==> config.mk <==
export PLATFORM = sky130hd
export DESIGN_NAME = wide_mem_adapter
export DESIGN_NICKNAME = d
export VERILOG_FILES = /design/src/rtl/wma_pkg.sv /design/src/rtl/wma_addr_map.sv /design/src/rtl/wma_burst_track.sv /design/src/rtl/wma_write_hold.sv /design/src/rtl/wma_read_buf.sv /design/src/rtl/wide_mem_adapter.sv
export SDC_FILE = /design/constraint.sdc
export NUM_CORES = 1
export LEC_CHECK = 0
export ABC_AREA = 1
export BUFFER_PORTS_ARGS = -buffer_cell sky130_fd_sc_hd__buf_2
export CAP_MARGIN = 20
export CORE_MARGIN = 1
export CORE_UTILIZATION = 50
export CTS_CLUSTER_DIAMETER = 200
export DETAILED_ROUTE_END_ITERATION = 16
export PLACE_DENSITY_LB_ADDON = 0.05
export SLEW_MARGIN = 20
export SYNTH_ARGS = -nofsm -noshare
export SYNTH_HDL_FRONTEND = slang
export SYNTH_SLANG_ARGS = --single-unit
==> constraint.sdc <==
create_clock -name clk -period 1.7 [get_ports clk]
set_clock_uncertainty 0.15 [all_clocks]
set_input_delay 0.255 -clock clk [delete_from_list [all_inputs] [get_ports clk]]
set_output_delay 0.255 -clock clk [all_outputs]
set_load 0.02 [all_outputs]
==> src/rtl/wma_pkg.sv <==
package wma_pkg;
  typedef enum logic [1:0] {
    ST_IDLE = 2'd0,
    ST_MEM  = 2'd1,
    ST_ACK  = 2'd2
  } wma_state_e;
endpackage

==> src/rtl/wma_addr_map.sv <==
module wma_addr_map #(
  parameter int ADDR_W = 32,
  parameter int HALF_W = 32,
  parameter int COL_W  = 9,
  parameter int ROW_W  = 12,
  parameter int BANK_W = 2
) (
  input  logic [ADDR_W-1:0]             addr,
  output logic                          sel,
  output logic [COL_W+ROW_W+BANK_W-1:0] tag
);
  localparam int OFS_W    = $clog2(HALF_W/8);
  localparam int SEL_BIT  = OFS_W;
  localparam int COL_LSB  = SEL_BIT + 1;
  localparam int ROW_LSB  = COL_LSB + COL_W;
  localparam int BANK_LSB = ROW_LSB + ROW_W;
  localparam int TOP      = BANK_LSB + BANK_W;

  logic [COL_W-1:0]  col_f;
  logic [ROW_W-1:0]  row_f;
  logic [BANK_W-1:0] bank_f;

  // word-select bit stripped, the rest split into fields
  assign sel    = addr[SEL_BIT];
  assign col_f  = addr[COL_LSB +: COL_W];
  assign row_f  = addr[ROW_LSB +: ROW_W];
  assign bank_f = addr[BANK_LSB +: BANK_W];
  assign tag    = {bank_f, row_f, col_f};

  logic unused_lo;
  assign unused_lo = ^addr[OFS_W-1:0];
  generate
    if (ADDR_W > TOP) begin : g_hi
      logic unused_hi;
      assign unused_hi = ^addr[ADDR_W-1:TOP];
    end
  endgenerate
endmodule

==> src/rtl/wma_burst_track.sv <==
module wma_burst_track #(
  parameter int ADDR_W = 32,
  parameter int HALF_W = 32,
  parameter int BEAT_W = 8
) (
  input  logic                clk,
  input  logic                rst_n,
  input  logic                accept,
  input  logic                req_burst,
  input  logic [ADDR_W-1:0]   req_addr,
  input  logic [HALF_W/8-1:0] req_be,
  output logic [ADDR_W-1:0]   eff_addr,
  output logic [HALF_W/8-1:0] eff_be
);
  localparam int LANES = HALF_W/8;
  localparam int OFS_W = $clog2(LANES);

  logic              active_q, active_d;
  logic [BEAT_W-1:0] beat_q, beat_d;
  logic [ADDR_W-1:0] base_q;
  logic [LANES-1:0]  be_q;
  logic              load;
  logic              in_burst;
  logic [ADDR_W-1:0] step;

  always_comb begin
    active_d = active_q;
    beat_d   = beat_q;
    load     = 1'b0;
    if (accept) begin
      if (req_burst) begin
        if (!active_q) begin
          active_d = 1'b1;
          beat_d   = BEAT_W'(1);
          load     = 1'b1;
        end else begin
          beat_d = beat_q + BEAT_W'(1);
        end
      end else begin
        // a plain request closes the burst
        active_d = 1'b0;
        beat_d   = '0;
      end
    end
  end

  always_ff @(posedge clk or negedge rst_n) begin
    if (!rst_n) begin
      active_q <= 1'b0;
      beat_q   <= '0;
    end else begin
      active_q <= active_d;
      beat_q   <= beat_d;
    end
  end

  always_ff @(posedge clk) begin
    if (load) begin
      base_q <= req_addr;
      be_q   <= req_be;
    end
  end

  // later beats use the generated address and the first mask
  assign in_burst = active_q && req_burst;
  assign step     = {{(ADDR_W-BEAT_W){1'b0}}, beat_q} << OFS_W;
  assign eff_addr = in_burst ? base_q + step : req_addr;
  assign eff_be   = in_burst ? be_q : req_be;


  burst_align_chk: assert property (@(posedge clk) disable iff (!rst_n)
    (accept && req_burst && !active_q) |-> (req_addr[OFS_W] == 1'b0));


  burst_mask_hold_chk: assert property (@(posedge clk) disable iff (!rst_n)
    (accept && req_burst && active_q) |=> $stable(be_q));
endmodule

==> src/rtl/wma_write_hold.sv <==
module wma_write_hold #(
  parameter int HALF_W = 32,
  parameter int TAG_W  = 23
) (
  input  logic                clk,
  input  logic                rst_n,
  input  logic                cap_en,
  input  logic [HALF_W-1:0]   cap_data,
  input  logic [HALF_W/8-1:0] cap_be,
  input  logic [TAG_W-1:0]    cap_tag,
  input  logic                clr_en,
  output logic                pend,
  output logic [HALF_W-1:0]   hold_data,
  output logic [HALF_W/8-1:0] hold_be,
  output logic [TAG_W-1:0]    hold_tag
);
  logic pend_q, pend_d;

  always_comb begin
    pend_d = pend_q;
    if (cap_en)      pend_d = 1'b1;
    else if (clr_en) pend_d = 1'b0;
  end

  always_ff @(posedge clk or negedge rst_n) begin
    if (!rst_n) pend_q <= 1'b0;
    else        pend_q <= pend_d;
  end

  always_ff @(posedge clk) begin
    if (cap_en) begin
      hold_data <= cap_data;
      hold_be   <= cap_be;
      hold_tag  <= cap_tag;
    end
  end

  assign pend = pend_q;


  clr_needs_pend_chk: assert property (@(posedge clk) disable iff (!rst_n)
    clr_en |-> pend_q);


  clr_empties_chk: assert property (@(posedge clk) disable iff (!rst_n)
    (clr_en && !cap_en) |=> !pend_q);


  cap_fills_chk: assert property (@(posedge clk) disable iff (!rst_n)
    cap_en |=> pend_q);
endmodule

==> src/rtl/wma_read_buf.sv <==
module wma_read_buf #(
  parameter int HALF_W = 32,
  parameter int TAG_W  = 23
) (
  input  logic              clk,
  input  logic              rst_n,
  input  logic              fill_en,
  input  logic [HALF_W-1:0] fill_data,
  input  logic [TAG_W-1:0]  fill_tag,
  input  logic              inval_en,
  input  logic [TAG_W-1:0]  inval_tag,
  output logic              valid,
  output logic [HALF_W-1:0] buf_data,
  output logic [TAG_W-1:0]  buf_tag
);
  logic valid_q, valid_d;
  logic inval_hit;

  assign inval_hit = inval_en && (inval_tag == buf_tag);

  always_comb begin
    valid_d = valid_q;
    if (inval_hit)    valid_d = 1'b0;
    else if (fill_en) valid_d = 1'b1;
  end

  always_ff @(posedge clk or negedge rst_n) begin
    if (!rst_n) valid_q <= 1'b0;
    else        valid_q <= valid_d;
  end

  always_ff @(posedge clk) begin
    if (fill_en) begin
      buf_data <= fill_data;
      buf_tag  <= fill_tag;
    end
  end

  assign valid = valid_q;


  fill_valid_chk: assert property (@(posedge clk) disable iff (!rst_n)
    (fill_en && !inval_en) |=> valid_q);


  inval_drop_chk: assert property (@(posedge clk) disable iff (!rst_n)
    (inval_en && valid_q && (inval_tag == buf_tag) && !fill_en) |=> !valid_q);
endmodule

==> src/rtl/wide_mem_adapter.sv <==
module wide_mem_adapter #(
  parameter int ADDR_W = 32,
  parameter int HALF_W = 32,
  parameter int COL_W  = 9,
  parameter int ROW_W  = 12,
  parameter int BANK_W = 2,
  parameter int BEAT_W = 8
) (
  input  logic                  clk,
  input  logic                  rst_n,
  input  logic                  cpu_req,
  input  logic                  cpu_we,
  input  logic [ADDR_W-1:0]     cpu_addr,
  input  logic [HALF_W/8-1:0]   cpu_be,
  input  logic [HALF_W-1:0]     cpu_wdata,
  input  logic                  cpu_burst,
  output logic                  cpu_ack,
  output logic [HALF_W-1:0]     cpu_rdata,
  output logic                  mem_req,
  output logic                  mem_we,
  output logic [BANK_W-1:0]     mem_bank,
  output logic [ROW_W-1:0]      mem_row,
  output logic [COL_W-1:0]      mem_col,
  output logic [2*HALF_W-1:0]   mem_wdata,
  output logic [2*HALF_W/8-1:0] mem_be,
  input  logic                  mem_ack,
  input  logic [2*HALF_W-1:0]   mem_rdata
);
  import wma_pkg::*;

  localparam int LANES = HALF_W/8;
  localparam int TAG_W = COL_W + ROW_W + BANK_W;

  // reset: asynchronous assertion, synchronous release
  logic [1:0] rst_sync_q;
  logic       rst_n_s;
  always_ff @(posedge clk or negedge rst_n) begin
    if (!rst_n) rst_sync_q <= 2'b00;
    else        rst_sync_q <= {rst_sync_q[0], 1'b1};
  end
  assign rst_n_s = rst_sync_q[1];

  wma_state_e        state_q, state_d;
  logic              accept;
  logic [ADDR_W-1:0] eff_addr;
  logic [LANES-1:0]  eff_be;
  logic              req_sel;
  logic [TAG_W-1:0]  req_tag;
  logic              lower_wr, upper_wr, rd_req, buf_hit, merge_ok;
  logic              pend;
  logic [HALF_W-1:0] hold_data;
  logic [LANES-1:0]  hold_be;
  logic [TAG_W-1:0]  hold_tag;
  logic              rb_valid;
  logic [HALF_W-1:0] rb_data;
  logic [TAG_W-1:0]  rb_tag;

  assign accept = (state_q == ST_IDLE) && cpu_req;

  wma_burst_track #(.ADDR_W(ADDR_W), .HALF_W(HALF_W), .BEAT_W(BEAT_W)) u_burst (
    .clk(clk), .rst_n(rst_n_s), .accept(accept), .req_burst(cpu_burst),
    .req_addr(cpu_addr), .req_be(cpu_be), .eff_addr(eff_addr), .eff_be(eff_be)
  );

  wma_addr_map #(.ADDR_W(ADDR_W), .HALF_W(HALF_W), .COL_W(COL_W),
                 .ROW_W(ROW_W), .BANK_W(BANK_W)) u_map (
    .addr(eff_addr), .sel(req_sel), .tag(req_tag)
  );

  assign lower_wr = accept && cpu_we && !req_sel;
  assign upper_wr = accept && cpu_we && req_sel;
  assign rd_req   = accept && !cpu_we;
  assign buf_hit  = rd_req && req_sel && rb_valid && (rb_tag == req_tag);
  assign merge_ok = pend && (hold_tag == req_tag);

  wma_write_hold #(.HALF_W(HALF_W), .TAG_W(TAG_W)) u_hold (
    .clk(clk), .rst_n(rst_n_s),
    .cap_en(lower_wr), .cap_data(cpu_wdata), .cap_be(eff_be), .cap_tag(req_tag),
    .clr_en(upper_wr && merge_ok),
    .pend(pend), .hold_data(hold_data), .hold_be(hold_be), .hold_tag(hold_tag)
  );

  // command registers
  logic                 cmd_load;
  logic                 cmd_we_q, cmd_sel_q;
  logic [TAG_W-1:0]     cmd_tag_q;
  logic [2*HALF_W-1:0]  cmd_wdata_q, cmd_wdata_d;
  logic [2*LANES-1:0]   cmd_be_q, cmd_be_d;
  logic                 rd_done;
  logic                 rdata_load;
  logic [HALF_W-1:0]    rdata_q, rdata_d;

  assign cmd_load = accept && !lower_wr && !buf_hit;

  always_comb begin
    // merge with the held lower word or leave its lanes off
    cmd_wdata_d = {cpu_wdata, merge_ok ? hold_data : {HALF_W{1'b0}}};
    if (cpu_we) cmd_be_d = {eff_be, merge_ok ? hold_be : {LANES{1'b0}}};
    else        cmd_be_d = {(2*LANES){1'b1}};
  end

  always_comb begin
    state_d = state_q;
    unique case (state_q)
      ST_IDLE: if (cpu_req) state_d = (lower_wr || buf_hit) ? ST_ACK : ST_MEM;
      ST_MEM:  if (mem_ack) state_d = ST_ACK;
      ST_ACK:  state_d = ST_IDLE;
      default: state_d = ST_IDLE;
    endcase
  end

  always_ff @(posedge clk or negedge rst_n_s) begin
    if (!rst_n_s) state_q <= ST_IDLE;
    else          state_q <= state_d;
  end

  always_ff @(posedge clk) begin
    if (cmd_load) begin
      cmd_we_q    <= cpu_we;
      cmd_sel_q   <= req_sel;
      cmd_tag_q   <= req_tag;
      cmd_wdata_q <= cmd_wdata_d;
      cmd_be_q    <= cmd_be_d;
    end
  end

  // pick the half named by the select bit
  assign rd_done    = (state_q == ST_MEM) && mem_ack && !cmd_we_q;
  assign rdata_load = buf_hit || rd_done;
  always_comb begin
    if (buf_hit)        rdata_d = rb_data;
    else if (cmd_sel_q) rdata_d = mem_rdata[2*HALF_W-1:HALF_W];
    else                rdata_d = mem_rdata[HALF_W-1:0];
  end

  always_ff @(posedge clk) begin
    if (rdata_load) rdata_q <= rdata_d;
  end

  wma_read_buf #(.HALF_W(HALF_W), .TAG_W(TAG_W)) u_rbuf (
    .clk(clk), .rst_n(rst_n_s),
    .fill_en(rd_done && !cmd_sel_q), .fill_data(mem_rdata[2*HALF_W-1:HALF_W]),
    .fill_tag(cmd_tag_q),
    .inval_en(accept && cpu_we), .inval_tag(req_tag),
    .valid(rb_valid), .buf_data(rb_data), .buf_tag(rb_tag)
  );

  assign cpu_ack   = (state_q == ST_ACK);
  assign cpu_rdata = rdata_q;
  assign mem_req   = (state_q == ST_MEM);
  // memory write gated by the upper-half select
  assign mem_we    = mem_req && cmd_we_q && cmd_sel_q;
  assign mem_bank  = cmd_tag_q[TAG_W-1 -: BANK_W];
  assign mem_row   = cmd_tag_q[COL_W +: ROW_W];
  assign mem_col   = cmd_tag_q[COL_W-1:0];
  assign mem_wdata = cmd_wdata_q;
  assign mem_be    = cmd_be_q;


  lowwr_no_mem_chk: assert property (@(posedge clk) disable iff (!rst_n_s)
    lower_wr |=> (cpu_ack && !mem_req));


  bufhit_no_mem_chk: assert property (@(posedge clk) disable iff (!rst_n_s)
    buf_hit |=> (cpu_ack && !mem_req));


  ack_pulse_chk: assert property (@(posedge clk) disable iff (!rst_n_s)
    cpu_ack |=> !cpu_ack);


  memreq_hold_chk: assert property (@(posedge clk) disable iff (!rst_n_s)
    (mem_req && !mem_ack) |=> (mem_req && $stable(mem_we) && $stable(mem_col)
                               && $stable(mem_row) && $stable(mem_bank)
                               && $stable(mem_be) && $stable(mem_wdata)));
endmodule

Yosys cells after proc, flatten, opt, wreduce, memory -nomap -nowiden
Index checks and enable logic that the tools add are counted.
{"block": "op_classes", "div_mod_pow": 0, "shift": 0, "n_addsub": 2, "mux": 19, "n_bitwise": 0, "mul": 0, "reduce_logical": 31, "n_eq_ne": 7, "order_cmp": 0}
{"cell": "23-bit equality test", "count": 3}
{"cell": "32-bit 2-to-1 mux", "count": 2}
{"cell": "26-bit by 10-bit adder with 26-bit output", "count": 1}
{"cell": "26-bit 2-to-1 mux", "count": 1}
{"cell": "1-bit logical AND", "count": 19}
{"cell": "8-bit 2-to-1 mux", "count": 2}
{"cell": "8-bit by 1-bit adder with 8-bit output (second input constant)", "count": 1}
{"cell": "1-bit 2-to-1 mux", "count": 8}
{"cell": "4-bit 2-to-1 mux", "count": 2}
{"cell": "1-bit logical NOT", "count": 6}
{"cell": "2-bit 2-to-1 mux", "count": 3}
{"cell": "2-bit one-hot mux with 2 select lines", "count": 1}
{"cell": "2-bit nonzero test", "count": 2}
{"cell": "2-bit by 1-bit equality test with 1-bit output (second input constant)", "count": 1}
{"cell": "2-bit equality test (second input constant)", "count": 1}
{"cell": "2-bit logical NOT", "count": 1}
{"cell": "1-bit logical OR", "count": 2}
{"cell": "2-bit by 1-bit != test with 1-bit output (second input constant)", "count": 1}
{"cell": "2-bit != test (second input constant)", "count": 1}
{"cell": "2-bit AND reduction", "count": 1}
{"block": "word_totals", "n_memories": 0, "ram_bits": 0, "latchBits": 0, "romBits": 0, "output_inout_bits": 130, "ff_bits": 288}

Longest topological paths before layout
Gate-level depths: netlist (run 1).
{"block": "depth", "depth_word": 10, "mapped_depth": 23}

Hierarchy
A second synthesis (run 1) with hierarchy kept.
{"block": "unflattened", "cells_unflattened": 1359, "hier_area_um2": 13347.8}
{"mod": "wide_mem_adapter", "area_each_um2": 5995.8, "cells_per_inst": 627, "n_inst": 1}
{"mod": "wma_burst_track", "area_each_um2": 3195.6, "cells_per_inst": 461, "n_inst": 1}
{"mod": "wma_read_buf", "area_each_um2": 2164.6, "cells_per_inst": 183, "n_inst": 1}
{"mod": "wma_write_hold", "area_each_um2": 1811.7, "cells_per_inst": 64, "n_inst": 1}
{"mod": "wma_addr_map", "area_each_um2": 180.2, "cells_per_inst": 24, "n_inst": 1}

Worst setup path after synthesis (run 1)
No wires, ideal clock.
{"block": "synth_timing", "path_kind": "flip-flop to flip-flop", "from": "reg cmd_sel_q", "to": "reg u_rbuf.buf_data[0], enable pin", "path_slack_ps": -4957, "path_buffers": 1, "stages_incl_launch_ff": 3, "t_arrival_ps": 5901, "setup_time_ps": 606, "path_cell_list": "edfxtp_1 clkbuf_1 nor4_1"}
{"block": "synth_via", "elab_chain_len": 2}
{"item": "start: declaration", "line_no": "wide_mem_adapter.sv:85", "text": "logic cmd_we_q, cmd_sel_q;"}
{"item": "start signal: assignment", "line_no": "wide_mem_adapter.sv:120", "text": "cmd_sel_q <= req_sel;"}
{"item": "1-bit logical NOT", "line_no": "wide_mem_adapter.sv:142", "text": ".fill_en(rd_done && !cmd_sel_q), .fill_data(mem_rdata[2*HALF_W-1:HALF_W]),"}
{"item": "1-bit logical AND", "line_no": "wide_mem_adapter.sv:142"}
{"item": "via u_rbuf.fill_en", "line_no": "wma_read_buf.sv:7", "text": "input logic fill_en,"}
{"item": "end signal: assignment", "line_no": "wma_read_buf.sv:34", "text": "buf_data <= fill_data;"}
{"item": "end: declaration", "line_no": "wma_read_buf.sv:13", "text": "output logic [HALF_W-1:0] buf_data,"}
The timed path passes the listed nets, and every way through them passes these cells.
A chain may end at the register's enable or synchronous reset.

Worst setup path after layout (run 1)
{"block": "layout_timing", "from": "reg u_burst.beat_q[0]", "to": "reg rdata_q[19], in the netlist cpu_rdata[19], enable pin"}
{"block": "layout_via", "elab_chain_len": 6, "word_cells_on_any_way": 7, "classes_between": "add/sub: 1; eq/ne: 1; mux: 1; reduce/logical: 4"}
{"item": "start: declaration", "line_no": "wma_burst_track.sv:19", "text": "logic [BEAT_W-1:0] beat_q, beat_d;"}
{"item": "start signal: assignment", "line_no": "wma_burst_track.sv:53", "text": "beat_q <= beat_d;"}
{"item": "26-bit by 10-bit adder with 26-bit output (*)", "line_no": "wma_burst_track.sv:67", "text": "assign eff_addr = in_burst ? base_q + step : req_addr;"}
{"item": "26-bit 2-to-1 mux (*)", "line_no": "wma_burst_track.sv:67"}
{"item": "branches (longest 2 deep; another with 23-bit equality test)"}
{"item": "1-bit logical AND (*)", "line_no": "wide_mem_adapter.sv:73", "text": "assign buf_hit = rd_req && req_sel && rb_valid && (rb_tag == req_tag);"}
{"item": "1-bit logical OR (*)", "line_no": "wide_mem_adapter.sv:129", "text": "assign rdata_load = buf_hit || rd_done;"}
{"item": "via rdata_load", "line_no": "wide_mem_adapter.sv:90", "text": "logic rdata_load;"}
{"item": "end signal: assignment", "line_no": "wide_mem_adapter.sv:137", "text": "if (rdata_load) rdata_q <= rdata_d;"}
{"item": "end: declaration", "line_no": "wide_mem_adapter.sv:91", "text": "logic [HALF_W-1:0] rdata_q, rdata_d;"}
Mark *: on every way through the listed nets, which the timed path passes.

==> reports/metrics.yaml, run 1 <==
clock_network:
  cts-root-buf: "clkbuf_16"
  clkTransAtPathRegs_ns: 0.06
  cts_buffers: 30
  cts_tree: "built"
  h-tree-depth: 1
  clkLatencyLatePin_ns: 0.55
  clkSinkCount: 286
  ctsLongestPathBuffers: 3
grt:
  grt_max_degree: 51
  grt_pass1_wl_um: 49900
  overflow: 0
  met3_usage_pct: 4.73
  grt_pass1_vias: 9799
  met1_usage_pct: 31.8
  gr-max-usage-layer: "met2"
  grt_use_met2_pct: 42.5
  grt_antenna_before_repair: 2
  track_usage_pct: 24.9
outcome:
  failed_checks: "setup timing"
  status: "finished, violations left"
setup_path:
  path_cells: "ha_2 -> inv_2 -> fa_2 -> inv_4 -> nand3_4 -> buf_4 -> nand4_1 -> nand3_2 -> nand2_2 -> nor2_1 -> nor3_2 -> buf_4 -> nand3_4 -> nor3_4 -> nand3_2 -> buf_12 -> o31ai_4 -> clkbuf_16"
  reg2reg_depth: 18
  r2r_start: "u_burst.beat_q[0]"
  cp-end-kind: "register"
  slowest_delay_ns: 0.36
  critical_path_required_ns: 1.81
  worst_setup_path_start_kind: "register"
  critPathKind: "register to register"
  worstPathArrival_ns: 3.43
  cp_max_fo: 9
  r2r_setup_slack_ns: -1.63
  r2r_end: "cpu_rdata[19]"
  slowest_stage: "fa_2"
worst_hold_path:
  hold_depth: 5
  min_from: "mem_rdata[28]"
  min_to: "cpu_rdata[28]"
  hp-class: "input pin to register"
floorplanning:
  die_w_um: 160
  rows: 57
  pin_count: 268
  start_util_pct: 51.0
  die_h_um: 160
  die_area_mm2: 0.0255
  coreArea_mm2: 0.0244
sta:
  finalSetupViolations: 341
  finalHoldViolCount: 0
  whs_ns: 0.0350
  tightest_slew_ns: 0.628
  rsz0062_at_grt: "yes"
  max_slew_margin_pct: 58.2
  final.setup.worst_slack_ns: -1.63
  max_freq_mhz: 301
  slew_viol_final: 0
  fin_crit_ns: 3.33
  post-route-period-util_pct: 196
final_layout:
  fillCellCount: 1638
  area_growth_pct: 48.3
  drive_above_1_share_pct: 39.5
  layout.nets: 1828
run:
  maxCapViolations: 0
synth:
  synth_cell_types: 39
  ys_ff_latch: 286
  synth_flop_cell: "edfxtp_1"
  postSynthAreaPerCell_um2: 11.1
  synth_area_leaders: "edfxtp_1 (65%), nand2_1 (9.9%), inv_1 (4.9%)"
  synth_sequential_area_ratio_pct: 68.5
  netlist_instances: 1121
  synth_edf_count: 271
  synth_most_common_cell: "nand2_1"
  async_flop_share_pct: 5.24
  yosysWarnings: 0
  synth.top_cell.area_share_pct: 65.4
  syn-num-nets: 1269
  syn_area_mm2: 0.0124
  synthTopCellsByCount: "nand2_1 (327), edfxtp_1 (271), inv_1 (162)"
  synth_top_cell_by_area: "edfxtp_1"
detailed_routing:
  viasPerCell: 4.85
  first_pass_iters: 5
  route.detailed.drc: 0
  vias: 9840
  ant_nets: 0
  routedWlPerCell_um: 16.1
  totalWireLength_um: 32800
  drtIter0Drc: 531
power:
  p_per_area_mw_per_mm2: 1210
  vdd_drop_max_uv: 1280
  p_leak_nw: 8.17
  p_total_mw: 22.2
placed_design:
  portBuffers: 259
  finalWeightedCongestion: 0.906
  dp_hpwl_um: 20900
[area by class of cell]
type                            instances  area [um^2]  area share [%]
Antenna cell                            2         5.00          0.0271
Clock buffer                           45          848            4.60
Clock inverter                         11         60.1           0.326
Inverter                              167          641            3.47
Multi-Input combinational cell        644         3790            20.6
Sequential cell                       286         8510            46.2
Tap cell                              324          405            2.20
Timing Repair Buffer                  551         4180            22.7
[power by group]
part           internal (mW)  total (mW)  switching, mW  leakage [nW]
sequential              9.19        9.59          0.394          2.69
combinational           2.70        6.64           3.94          5.04
clock                   3.43        6.03           2.59         0.441
total                   15.3        22.2           6.93          8.17
[routing by layer]
metal / wire [um] / share of wire (%) / vias up
li1: - / - / 4817
met1: 13800 / 42 / 4608
met2: 15900 / 48 / 337
met3: 1960 / 6.0 / 78
met4: 1080 / 3.3 / 0
met5: 0 / 0 / -
[worst max path at each step]
stage / end / from / cells after the start / slack (ns)
2_1_floorplan: cmd_sel_q / u_burst.beat_q[0] / 20 / -2.62
3_3_place_gp: mem_wdata[60] / u_burst.beat_q[0] / 20 / -1.74
3_5_place_dp: cpu_rdata[31] / u_burst.beat_q[0] / 21 / -1.80
4_1_cts: cpu_rdata[28] / u_burst.beat_q[0] / 21 / -1.59
5_1_grt: cpu_rdata[19] / u_burst.beat_q[0] / 22 / -1.76
6_report: cpu_rdata[19] / u_burst.beat_q[0] / 18 / -1.63
[state kept, by name, indices dropped and copies added (netlist names), 23 cells and up]
register,cells
mem_wdata,64
u_hold.hold_data,32
cmd_tag_q,23
u_rbuf.buf_data,32
u_rbuf.buf_tag,23
u_burst.base_q,24
cpu_rdata,32
u_hold.hold_tag,23
[layout by cell type, fill, tap and decap left out, types with 13 or more instances in the layout]
cell type      Yosys  layout
nand2_1          327     272
edfxtp_1         271     271
buf_2              7     259
inv_1            162     149
buf_4              0     129
dlygate4sd3_1      0     128
nand2_2            8      52
nand3_1           69      48
clkbuf_16          0      37
nor2_2            31      36
nor2_1            49      31
o21ai_1           30      27
or2_2             21      21
nand3_2            4      18
nor2_4             3      16
nand3b_1          16      16
inv_2              5      15
dfrtp_1           15      15
buf_12             0      14
buf_6              7      13
[per-stage QoR]
step	worst slack [ns]	cell area, um^2	instances	setup TNS [ns]	util [%]
final	-1.63	18400	2030	-349.69	75.6
after global routing	-1.76	18400	2029	-397.19	75.6
after CTS	-1.59	17900	2013	-346.02	73.5
after detailed placement	-1.80	15500	1823	-389.50	63.4
after global placement	-1.74	15500	1823	-375.87	63.4
after floorplan	-2.62	12700	1121	-493.36	-
[worst max-delay path, delay by kind of cell, from the launching register on]
kind                     cells  cell delay, ns
flip-flops                   1            0.35
AND/OR/NAND/NOR              9            1.04
adder cells (fa/ha/maj)      2            0.55
buffers and inverters        6            0.86
AO/OA/AOI/OAI                1            0.11
[cells by family (layout without fill, tap and decap cells)]
group / Yosys count / in the layout / share of synthesized area [%]
fa+ha+maj: 10 / 10 / 1.07
flops: 286 / 286 / 68.5
compound gates: 49 / 49 / 2.12
xor+xnor: 18 / 18 / 1.27
other cells: 1 / 3 / 0.0302
buf+inv: 191 / 774 / 6.27
simple gates: 566 / 566 / 20.8
[what timing repair did]
item	in CTS	in global routing
cloned	1	8
hold endpoints to repair	160	0
setup endpoints to repair	341	397
pin swaps	17	42
buffers inserted	5	8
hold buffers	128	0
gates resized for setup	47	76
No activity file was read; power rests on OpenSTA's default activity.
==> run 2: changes to the inputs <==
CELL_PAD_IN_SITES_DETAIL_PLACEMENT = 0   (was not set)
CELL_PAD_IN_SITES_GLOBAL_PLACEMENT = 1   (was not set)
CORE_UTILIZATION = 43   (was 50)
==> reports/metrics.yaml, run 2 (synthesized netlist as in run 1, its figures left out) <==
worst_hold_path:
  min_from: "cpu_addr[2]"
  hp-class: "input pin to register"
  min_to: "cmd_sel_q"
  hold_depth: 4
grt:
  grt_max_degree: 51
  overflow: 0
  track_usage_pct: 22.2
  grt_pass1_vias: 9503
  grt_pass1_wl_um: 50100
  grt_antenna_before_repair: 1
final_layout:
  layout.nets: 1865
  final_util_pct: 68.6
  fillCellCount: 2150
  most-common-layout-cells: "edfxtp_1 (271), buf_2 (259), nand2_1 (251), buf_4 (152), inv_1 (150)"
  layout_commonest_cell: "edfxtp_1"
  area_growth_pct: 54.9
  drive_above_1_share_pct: 41.9
  largest_reg_flops: 64
power:
  vdd_drop_max_uv: 979
  p_per_area_mw_per_mm2: 1190
  internal-power_mw: 15.8
  p_sw_mw: 7.22
  p_leak_nw: 8.48
  p_comb_share_pct: 31.1
  switching_share_pct: 31.4
  power_frac_seq_pct: 41.7
  clockPowerShare_pct: 27.2
sta:
  post-route-period-util_pct: 201
  finalHoldViolCount: 0
  max_freq_mhz: 292
  slew_viol_final: 0
  max_slew_margin_pct: 59.0
  rsz0062_at_grt: "yes"
  final.setup.worst_slack_ns: -1.72
  finalSetupViolations: 340
  whs_ns: 0.0296
  tightest_slew_ns: 0.615
  fin_crit_ns: 3.42
setup_path:
  cp_max_fo: 6
  r2r_start: "u_burst.beat_q[6]"
  slowest_delay_ns: 0.41
  critPathKind: "register to register"
  cp-end-kind: "register"
  path_cells: "ha_4 -> nand2_2 -> nand2_2 -> buf_4 -> a21oi_4 -> nand2_2 -> nand2_1 -> nand2_1 -> nand2_1 -> nand3_1 -> nand3b_1 -> nand2_1 -> nor2_4 -> nand2_2 -> nor3_4 -> nand3_4 -> nand3_4 -> clkinvlp_4 -> buf_12 -> buf_12 -> buf_16"
  slowest_stage: "dfrtp_1"
  critical_path_required_ns: 1.88
  path_buf_inv: 5
  cp_top_family: "simple AND/OR/NAND/NOR gates"
  r2r_end: "mem_wdata[19]"
  worstPathArrival_ns: 3.60
  worst_setup_path_start_kind: "register"
  reg2reg_depth: 21
  r2r_setup_slack_ns: -1.72
detailed_routing:
  totalWireLength_um: 34800
  routedWlPerCell_um: 16.4
  routed-wl-met2_um: 16300
  route.detailed.drc: 0
  vias: 9884
  first_pass_iters: 5
  drtIter0Drc: 581
  wl_met1_um: 15100
  wl_met3_um: 2320
  ant_nets: 0
  top_layer_used: "met4"
  viasPerCell: 4.66
floorplanning:
  die_h_um: 172
  die_area_mm2: 0.0296
  start_util_pct: 44.3
  die_w_um: 172
  pin_count: 268
  coreArea_mm2: 0.0281
  rows: 61
outcome:
  failed_checks: "setup timing"
  status: "finished, violations left"
placed_design:
  finalWeightedCongestion: 0.846
  portBuffers: 259
  dp_hpwl_um: 22000
run:
  maxCapViolations: 0
clock_network:
  cts-root-buf: "clkbuf_16"
  cts_buffers: 31
  clkLatencyLatePin_ns: 0.57
  ctsLongestPathBuffers: 3
  h-tree-depth: 1
  cts_tree: "built"
  clkSinkCount: 286
  clkTransAtPathRegs_ns: 0.06
-- run 2: changes by cell type in the layout (fill, tap and decap cells not counted), moves of 5 or more --
cell      change
nor2_2        -9
nand2_2       +9
o21ai_2       +5
buf_4        +23
buf_12        +6
nand2_1      -21
nor2_4        +6
clkbuf_1      -9
clkinv_1      +8
o21ai_1       -7
buf_16        +9
nand2_4      +12
buf_6         -8
-- run 2: worst max path at each step --
stage | to | cells after the start | start | slack, ns
after detailed placement | cpu_rdata[20] | 20 | u_burst.beat_q[0] | -1.88
after global routing | mem_wdata[13] | 20 | u_burst.base_q[7] | -1.88
after floorplan | cmd_sel_q | 20 | u_burst.beat_q[0] | -2.62
after global placement | cpu_rdata[19] | 20 | u_burst.beat_q[0] | -1.85
after CTS | cpu_rdata[3] | 18 | u_burst.beat_q[0] | -1.79
final | mem_wdata[19] | 21 | u_burst.beat_q[6] | -1.72
-- run 2: final cells by class --
class / instances / area [um^2] / share of cell area [%]
clock inverter: 23 / 150 / 0.779
inverter: 167 / 643 / 3.34
sequential: 286 / 8510 / 44.2
timing repair buffer: 587 / 4750 / 24.7
clock buffer: 34 / 787 / 4.08
tap: 378 / 473 / 2.45
antenna: 1 / 2.50 / 0.0130
multi-input combinational: 644 / 3950 / 20.5
-- run 2: what timing repair did --
item / 4_1_cts / 5_1_grt
buffers inserted: 12 / 10
endpoints found under the setup margin: 339 / 396
hold buffers: 129 / 0
hold endpoints to repair: 174 / 0
gates cloned: 11 / 10
gates resized for setup: 62 / 109
pin swaps: 26 / 32
-- run 2: per-layer routing --
| layer | track usage (%) | vias to the layer above |
|---|---|---|
| met3 | 4.76 | 63 |
| met5 | 0 | - |
| met1 | 30.5 | 4615 |
| li1 | - | 4885 |
| met2 | 35.4 | 321 |
| met4 | 6.58 | 0 |
-- run 2: worst reg2reg max path: cells and delay by family (launching register included) --
kind                       cells  cell delay (ns)
AOI/OAI and AO/OA              1             0.12
buffers and inverters          5             0.68
adders and majority gates      1             0.28
and+or+nand+nor               14             1.56
DFF                            1             0.41
-- run 2: per-stage QoR --
step,power [mW],area [um^2],setup slack [ns],setup TNS (ns),std cells
final,23.0,19300,-1.72,-364.46,2120
after global routing,24.1,19300,-1.88,-419.03,2120
after CTS,22.8,18500,-1.79,-378.40,2099
after detailed placement,15.5,15700,-1.88,-398.38,1891
after global placement,15.4,15700,-1.85,-390.74,1891
after floorplan,12.9,12700,-2.62,-493.36,1121
-- run 2: power by group through the flow --
| stage | combinational [mW] | sequential, mW | clock, mW |
|---|---|---|---|
| after floorplan | 2.38 | 10.5 | 0 |
| after global placement | 5.73 | 9.68 | 0 |
| after detailed placement | 5.77 | 9.70 | 0 |
| after CTS | 6.78 | 9.57 | 6.40 |
| after global routing | 7.76 | 9.68 | 6.66 |
| final | 7.16 | 9.58 | 6.25 |
==> run 3: changes to the inputs <==
BUFFER_PORTS_ARGS = -buffer_cell sky130_fd_sc_hd__clkbuf_2   (was -buffer_cell sky130_fd_sc_hd__buf_2)
CORE_ASPECT_RATIO = 0.75   (was not set)
==> reports/metrics.yaml, run 3 (synthesized netlist as in run 1, its figures left out) <==
final_layout:
  most-common-layout-cells: "edfxtp_1 (271), clkbuf_2 (258), nand2_1 (235), inv_1 (141), dlygate4sd3_1 (129)"
  largest_reg_flops: 64
  fin_area_mm2: 0.0198
  layout_commonest_cell: "edfxtp_1"
  area_growth_pct: 59.3
  drive_above_1_share_pct: 45.5
  diodes: 0
  layoutNonFillerInstCount: 2137
  layout.nets: 1877
  final_util_pct: 70.1
clock_network:
  cts_buffers: 29
  h-tree-depth: 1
  clkTransAtPathRegs_ns: 0.07
  ctsLongestPathBuffers: 3
  clkLatencyLatePin_ns: 0.57
  cts_tree: "built"
  clkSinkCount: 286
  cts-root-buf: "clkbuf_16"
floorplanning:
  die_area_mm2: 0.0296
  pin_count: 268
  die_h_um: 149
  coreArea_mm2: 0.0282
  start_util_pct: 44.0
  rows: 53
  die_w_um: 198
power:
  p_total_mw: 23.3
  vdd_drop_max_uv: 1000
  p_leak_nw: 8.76
  p_per_area_mw_per_mm2: 1180
placed_design:
  place_worst_setup_slack_ns: -1.91
  dp_hpwl_um: 23300
  place_inst: 1887
  dpl_cell_area_mm2: 0.0156
  finalWeightedCongestion: 0.836
  portBuffers: 259
outcome:
  failed_checks: "setup timing"
  status: "finished, violations left"
setup_path:
  cp_max_fo: 4
  critical_path_required_ns: 1.99
  worstPathArrival_ns: 3.76
  critPathKind: "register to register"
  cp-end-kind: "register"
  worst_setup_path_start_kind: "register"
grt:
  grt_pass1_wl_um: 54800
  track_usage_pct: 24.8
  overflow: 0
  grt_max_degree: 33
  grt_pass1_vias: 9856
  grt_antenna_before_repair: 0
sta:
  whs_ns: 0.0190
  slew_viol_final: 0
  post-route-period-util_pct: 204
  max_freq_mhz: 288
  fin_crit_ns: 3.47
  final.setup.worst_slack_ns: -1.77
  tightest_slew_ns: 0.643
  max_slew_margin_pct: 57.1
  finalHoldViolCount: 0
  rsz0062_at_grt: "yes"
  setup_tns_ns: -380.48
  finalSetupViolations: 340
detailed_routing:
  viasPerCell: 4.71
  drtIter0Drc: 540
  totalWireLength_um: 37200
  routedWlPerCell_um: 17.4
  route.detailed.drc: 0
  first_pass_iters: 5
  ant_nets: 0
  vias: 10100
worst_hold_path:
  hp-class: "input pin to register"
run:
  maxCapViolations: 0
## run 3: cell count changes in the layout (fill, tap and decap cells not counted), sizes merged
| cell | delta |
|---|---|
| clkbuf | +252 |
| clkinvlp | -4 |
| diode | -1 |
| clkinv | +1 |
| buf | -240 |
| bufbuf | +2 |
## run 3: per-layer routing
metal	vias to the layer above	share of wire [%]	global-route usage, %	routed length, um
met5	-	0	0	0
met1	4779	46	35.6	17100
met2	310	45	38.2	16900
met4	0	2.1	5.74	766
met3	50	6.7	5.56	2500
li1	4930	-	-	-
## run 3: what timing repair did
action                                  CTS  global route
hold endpoints to repair                170             0
endpoints found under the setup margin  341           343
gates cloned                             21             2
hold buffers                            129             0
pin swaps                                50            62
resized for setup                       162           153
setup buffers                            30            34
## run 3: worst paths after layout
kind | slack, ns | end | from | depth (start not counted)
min in group asynchronous | 0.10 | u_rbuf.valid | rst_sync_q[1] | 0
hold reg to reg | 0.10 | u_rbuf.valid | rst_sync_q[1] | 0
hold / removal | 0.02 | state_q[1] | mem_ack | 5
max in group asynchronous | 0.84 | rst_sync_q[1] | rst_n | 3
setup reg to reg | -1.77 | mem_wdata[7] | u_burst.base_q[2] | 20
setup / recovery | -1.77 | mem_wdata[7] | u_burst.base_q[2] | 20
## run 3: cell type report
cell class / count / area [um^2]
tap: 385 / 482
timing repair buffer: 601 / 5110
clock inverter: 20 / 131
fill: 2133 / 8440
multi-input combinational: 644 / 4190
clock buffer: 34 / 744
sequential: 286 / 8510
inverter: 167 / 643
## run 3: critical path, cell delays in order, from the launching register on
cell       delay (ns)
edfxtp_1         0.42
ha_4             0.18
inv_2            0.05
fa_2             0.44
o21ai_4          0.20
buf_6            0.12
buf_6            0.08
buf_6            0.09
xnor2_2          0.10
nand3_1          0.10
a21oi_2          0.12
nand3_1          0.10
nor2_2           0.13
nand2_2          0.12
nor2_4           0.14
nand2_2          0.09
nor2_4           0.15
nand3_4          0.13
buf_12           0.18
clkbuf_16        0.15
nor2_2           0.07
## run 3: report_power, final
group / internal (mW) / switching, mW
combinational: 3.30 / 4.32
clock: 3.29 / 2.75
sequential: 9.19 / 0.447
